[config.mk]
export PLATFORM = sky130hd
export DESIGN_NAME = cnu_core
export DESIGN_NICKNAME = d
export VERILOG_FILES = /design/src/rtl/cnu_pkg.sv /design/src/rtl/cnu_phi_bank.sv /design/src/rtl/cnu_sign_net.sv /design/src/rtl/cnu_residue.sv /design/src/rtl/cnu_core.sv
export SDC_FILE = /design/constraint.sdc
export NUM_CORES = 2
export LEC_CHECK = 0
export ABC_CLOCK_PERIOD_IN_PS = 22000
export BUFFER_PORTS_ARGS = -buffer_cell sky130_fd_sc_hd__buf_2
export CAP_MARGIN = 15
export CELL_PAD_IN_SITES_DETAIL_PLACEMENT = 1
export CELL_PAD_IN_SITES_GLOBAL_PLACEMENT = 1
export CORE_MARGIN = 5
export CORE_UTILIZATION = 28
export CTS_CLUSTER_SIZE = 24
export DETAILED_ROUTE_END_ITERATION = 7
export HOLD_SLACK_MARGIN = 0.12
export PLACE_DENSITY_LB_ADDON = 0.1
export SLEW_MARGIN = 20
export SYNTH_ARGS = -nofsm -noshare
export SYNTH_HDL_FRONTEND = slang
export SYNTH_SLANG_ARGS = --single-unit
[constraint.sdc]
create_clock -name clk -period 22 [get_ports clk]
set_clock_uncertainty 0.05 [all_clocks]
set_input_delay 1.1 -clock clk [delete_from_list [all_inputs] [get_ports clk]]
set_output_delay 1.1 -clock clk [all_outputs]
set_load 0.005 [all_outputs]
[src/rtl/cnu_pkg.sv]
// Package cnu_pkg
// Shared constants and the piecewise-linear log-tanh transform used on both
// sides of the magnitude path. Assumes a 3.5 fixed-point 8-bit magnitude.
package cnu_pkg;

    localparam int MAG_W = 8;
    localparam int MSG_W = MAG_W + 1;
    localparam logic [MAG_W-1:0] MAG_MAX = {MAG_W{1'b1}};

    // Piecewise-linear approximation of -ln(tanh(x/2)) on 3.5 fixed point.
    function automatic logic [MAG_W-1:0] cnu_phi(input logic [MAG_W-1:0] x);
        logic [11:0] xe;
        logic [11:0] t;
        xe = {4'd0, x};
        t  = 12'd0;
        if (x == 8'd0)
            t = 12'd255;
        else if (x < 8'd8)
            t = 12'd140 - (xe * 12'd10);
        else if (x < 8'd32)
            t = 12'd81 - ((xe * 12'd7) >> 2);
        else if (x < 8'd96)
            t = 12'd36 - ((xe * 12'd11) >> 5);
        else if (x < 8'd128)
            t = 12'd2;
        else if (x < 8'd192)
            t = 12'd1;
        else
            t = 12'd0;
        return t[MAG_W-1:0];
    endfunction

endpackage

[src/rtl/cnu_phi_bank.sv]
// Module cnu_phi_bank
// Applies the log-tanh transform to DEG magnitudes in parallel.
// Purely combinational; the caller registers the result.
module cnu_phi_bank #(
    parameter int DEG = 9
) (
    input  logic [DEG*cnu_pkg::MAG_W-1:0] mag_in,
    output logic [DEG*cnu_pkg::MAG_W-1:0] phi_out
);
    import cnu_pkg::*;

    for (genvar g = 0; g < DEG; g++) begin : g_lane
        // Map one lane's magnitude into the log-tanh domain.
        always_comb begin
            phi_out[g*MAG_W +: MAG_W] = cnu_phi(mag_in[g*MAG_W +: MAG_W]);
        end
    end

endmodule

[src/rtl/cnu_sign_net.sv]
// Module cnu_sign_net
// Produces each edge's extrinsic sign as the XOR of all other signs by
// removing the own sign from the full parity. Purely combinational.
module cnu_sign_net #(
    parameter int DEG = 9
) (
    input  logic [DEG-1:0] sgn_in,
    output logic [DEG-1:0] sgn_out
);
    logic parity;

    // Full parity over all incoming signs.
    always_comb begin
        parity = ^sgn_in;
    end

    for (genvar g = 0; g < DEG; g++) begin : g_lane
        // Remove the own sign from the full parity.
        always_comb begin
            sgn_out[g] = parity ^ sgn_in[g];
        end
    end

endmodule

[src/rtl/cnu_residue.sv]
// Module cnu_residue
// Total-sum-first magnitude stage: one sum of all transformed inputs, one
// subtraction per edge, clamp below zero, limit to the magnitude range,
// then the inverse transform (the same function). Combinational.
// Assumes ACC_W is wide enough for DEG * MAG_MAX.
module cnu_residue #(
    parameter int DEG   = 9,
    parameter int ACC_W = 12
) (
    input  logic [DEG*cnu_pkg::MAG_W-1:0] phi_in,
    output logic [DEG*cnu_pkg::MAG_W-1:0] mag_out
);
    import cnu_pkg::*;

    localparam int DIF_W = ACC_W + 1;
    localparam logic [ACC_W-1:0] SAT_LIM = ACC_W'(MAG_MAX);

    logic [ACC_W-1:0] total;

    // Accumulate every transformed input once.
    always_comb begin
        total = '0;
        for (int i = 0; i < DEG; i++) begin
            total = total + ACC_W'(phi_in[i*MAG_W +: MAG_W]);
        end
    end

    for (genvar g = 0; g < DEG; g++) begin : g_lane
        logic signed [DIF_W-1:0] diff;
        logic [ACC_W-1:0]        res;
        logic [MAG_W-1:0]        lim;

        // Remove own term, clamp at zero, limit to magnitude range.
        always_comb begin
            diff = $signed({1'b0, total}) -
                   $signed({1'b0, ACC_W'(phi_in[g*MAG_W +: MAG_W])});
            if (diff < 0)
                res = '0;
            else
                res = diff[ACC_W-1:0];
            if (res > SAT_LIM)
                lim = MAG_MAX;
            else
                lim = res[MAG_W-1:0];
        end

        // Map the residue back out of the log-tanh domain.
        always_comb begin
            mag_out[g*MAG_W +: MAG_W] = cnu_phi(lim);
        end
    end

endmodule

[src/rtl/cnu_core.sv]
// Module cnu_core
// Degree-DEG sum-product check-node update. Stage 1 registers the transformed
// magnitudes and the signs; stage 2 registers the recombined results.
// Latency is two clocks, one input set per clock. Synchronous active-low reset.
module cnu_core #(
    parameter int DEG   = 9,
    parameter int ACC_W = 12
) (
    input  logic                            clk,
    input  logic                            rst_n,
    input  logic                            in_valid,
    input  logic [DEG*cnu_pkg::MSG_W-1:0]   in_msg,
    output logic                            out_valid,
    output logic [DEG*cnu_pkg::MSG_W-1:0]   out_msg
);
    import cnu_pkg::*;

    localparam int MAGS_W = DEG * MAG_W;

    logic [MAGS_W-1:0] in_mag;
    logic [DEG-1:0]    in_sgn;
    logic [MAGS_W-1:0] phi_now;
    logic [MAGS_W-1:0] s1_phi;
    logic [DEG-1:0]    s1_sgn;
    logic              s1_vld;
    logic [DEG-1:0]    ext_sgn;
    logic [MAGS_W-1:0] ext_mag;
    logic [DEG*MSG_W-1:0] result;

    // Split each input message into sign and magnitude.
    always_comb begin
        for (int i = 0; i < DEG; i++) begin
            in_sgn[i]                 = in_msg[i*MSG_W + MAG_W];
            in_mag[i*MAG_W +: MAG_W]  = in_msg[i*MSG_W +: MAG_W];
        end
    end

    cnu_phi_bank #(.DEG(DEG)) u_fwd (
        .mag_in  (in_mag),
        .phi_out (phi_now)
    );

    // Stage 1 register: transformed magnitudes, raw signs, strobe.
    always_ff @(posedge clk) begin
        if (!rst_n) begin
            s1_phi <= '0;
            s1_sgn <= '0;
            s1_vld <= 1'b0;
        end else begin
            s1_vld <= in_valid;
            if (in_valid) begin
                s1_phi <= phi_now;
                s1_sgn <= in_sgn;
            end
        end
    end

    cnu_sign_net #(.DEG(DEG)) u_sgn (
        .sgn_in  (s1_sgn),
        .sgn_out (ext_sgn)
    );

    cnu_residue #(.DEG(DEG), .ACC_W(ACC_W)) u_res (
        .phi_in  (s1_phi),
        .mag_out (ext_mag)
    );

    // Recombine sign and magnitude per edge.
    always_comb begin
        for (int i = 0; i < DEG; i++) begin
            result[i*MSG_W +: MSG_W] = {ext_sgn[i], ext_mag[i*MAG_W +: MAG_W]};
        end
    end

    // Stage 2 register: results held until the next strobe.
    always_ff @(posedge clk) begin
        if (!rst_n) begin
            out_valid <= 1'b0;
            out_msg   <= '0;
        end else begin
            out_valid <= s1_vld;
            if (s1_vld)
                out_msg <= result;
        end
    end

endmodule

==> impl_metrics.json <==
{
  "regArea_um2": 3290,
  "cts_max_level": 4,
  "routabilityCongestion": 0.825,
  "min_from": "out_msg[80]$_SDFFE_PN0P_",
  "grt_pass1_vias": 38600,
  "maxSlewHeadroom_pct": 30.6,
  "detail-route-antenna-nets": 0,
  "vias": 36300,
  "synth_top_area_share_pct": 23.9,
  "period_share_pct": 51.7,
  "synthTopCellsByArea": "ha_1 24%, fa_1 13%, dfxtp_1 7.9%",
  "synth-seq-cells": 164,
  "worst_slew_pin_slew_ns": 1.04,
  "vias_per_cell": 5.02,
  "die-width_um": 396,
  "use_met2_pct": 31.5,
  "post_cts_buffers": 0,
  "start_util_pct": 28.2,
  "path_clk_slew_ns": 0.09,
  "synth_edf_count": 0,
  "dp_hpwl_mm": 124,
  "drc_errors": 0,
  "min_period_ns": 11.38,
  "finalHoldViolCount": 0,
  "rsz0062_at_grt": "false",
  "cp.required_ns": 22.36,
  "async_flop_share_pct": 0,
  "ys_top_cells_by_count": "795 x ha_1, 702 x inv_1, 395 x a21oi_1",
  "setup_tns_ns": 0,
  "r2r-start": "s1_phi[0]$_SDFFE_PN0P_",
  "syn_area_um2": 41700,
  "cts_max_path_buffers": 2,
  "ys.flop_type": "dfxtp_1",
  "yosysMostFrequentCell": "ha_1",
  "final_area_um2": 45400,
  "cts_resized": 0,
  "cts_buffers": 17,
  "status": "finished clean",
  "grt_util_met1_pct": 25.1,
  "wl_per_cell_um": 20.0,
  "final_max_slew_viol_count": 0,
  "maxCapViolCount": 0,
  "io_buffers": 165,
  "antenna_found_initial": 12,
  "clock-sinks": 164,
  "grt_first_pass_wirelength_mm": 228,
  "first_pass_iters": 6,
  "drt_iter0_markers": 1345,
  "gr-total-overflow": 0,
  "rows": 141,
  "grt_util_all_layers_pct": 18.4,
  "post-route-util_pct": 30.7,
  "fmax_mhz": 87.8,
  "ioPinCount": 166,
  "yosysTopAreaCell": "ha_1",
  "nets": 6428,
  "finalSetupViolations": 0,
  "die_area_um2": 157000,
  "multi_input_area_um2": 35400,
  "crit_path_top_delay_cell": "a211oi_2",
  "ctsHoldBuffers": 0,
  "criticalPathCategory": "reg -> reg",
  "place_area_um2": 44800,
  "top_usage_layer": "met2",
  "syn_inst": 5159,
  "start_kind": "register",
  "slowest_delay_ns": 0.77,
  "grt_max_degree": 91,
  "syn_to_final_growth_pct": 8.89,
  "syn-num-nets": 6311,
  "core-area_um2": 148000,
  "startpoint": "s1_phi[0]$_SDFFE_PN0P_",
  "drive_gt1_share_pct": 5.63,
  "synth_area_per_cell_um2": 8.08,
  "arrival_ns": 11.74,
  "nFillCells": 17700,
  "r2r_slack_ns": 10.62,
  "die_h_um": 396,
  "seq_area_frac_synth_pct": 7.88,
  "hp-class": "reg -> reg",
  "totalWireLength_mm": 145,
  "clockRootBuffer": "clkbuf_16",
  "grt_use_met3_pct": 2.21,
  "yosysWarnings": 0,
  "clk_latency_ns": 0.56,
  "endpoint_kind": "register",
  "cp_max_fo": 13,
  "synth.distinct_cells": 96,
  "tritoncts": "done"
}
## placed cells by master (no fill, tap or decap), types with 60 or more instances in the layout
cell type  instances
a211oi_1          73
a21o_1           112
a21oi_1          395
a221oi_1          60
buf_2            163
dfxtp_1          163
fa_1             273
ha_1             795
inv_1            702
nand2_1          272
nand3_1           74
nor2_1           293
nor2b_1           77
nor3_1            79
o21a_1            63
o21ai_0          373
xnor2_1          339
xor2_1           194
## cell type report
cell class / instances / share of cell area (%)
Timing Repair Buffer: 188 / 2.22
Tap cell: 1930 / 5.32
Sequential cell: 164 / 7.24
Antenna cell: 3 / 0.0165
Clock buffer: 17 / 0.937
Multi-Input combinational cell: 4201 / 78.0
Inverter: 704 / 5.82
Clock inverter: 15 / 0.394
## kinds of logic (layout without fill, tap and decap cells)
| kind of cell | Yosys count | count (layout) | synth area share [%] |
|---|---|---|---|
| DFF | 164 | 164 | 7.88 |
| buffers and inverters | 794 | 924 | 7.19 |
| AOI/OAI and AO/OA | 1481 | 1481 | 23.0 |
| and+or+nand+nor | 1066 | 1066 | 12.4 |
| adders and majority gates | 1090 | 1090 | 37.5 |
| muxes | 29 | 29 | 0.706 |
| other | 0 | 3 | 0 |
| xor gates and xnor gates | 535 | 535 | 11.3 |
## path summary, 6_finish.rpt
kind | endpoint | cells after the start
worst max-delay path | out_msg[67]$_SDFFE_PN0P_ | 39
worst min-delay path | out_msg[80]$_SDFFE_PN0P_ | 1
worst max register to register | out_msg[67]$_SDFFE_PN0P_ | 39
worst min register to register | out_msg[80]$_SDFFE_PN0P_ | 1
## critical path, delay by kind of cell, from the launching register on
kind	cells	cell delay (ns)
adders and majority gates	13	5.09
AOI/OAI and AO/OA	12	3.12
and+or+nand+nor	5	1.08
xor gates and xnor gates	4	0.99
buffers and inverters	5	0.53
DFF	1	0.37
## registers in the layout, summed over array words and instances (netlist names)
register and flops:
out_msg 81, out_valid 1, s1_phi 72, s1_sgn 9, s1_vld 1
## metrics by stage
step                      hold slack (ns)  std cells  setup WS [ns]
after floorplan                     0.427       5159          11.87
after global placement              0.413       7187          10.74
after detailed placement            0.417       7187          10.67
after CTS                           0.440       7219          10.64
after global routing                0.453       7220           9.66
final                               0.432       7222          10.62
## metal layers
| metal | part of all wire [%] | vias up |
|---|---|---|
| met5 | 0.028 | - |
| met2 | 47 | 325 |
| li1 | - | 18200 |
| met4 | 1.5 | 6 |
| met1 | 49 | 17600 |
| met3 | 2.6 | 81 |
Power is not shown: default switching activity piles up to over one toggle a cycle in this logic, so the estimate is an artifact.
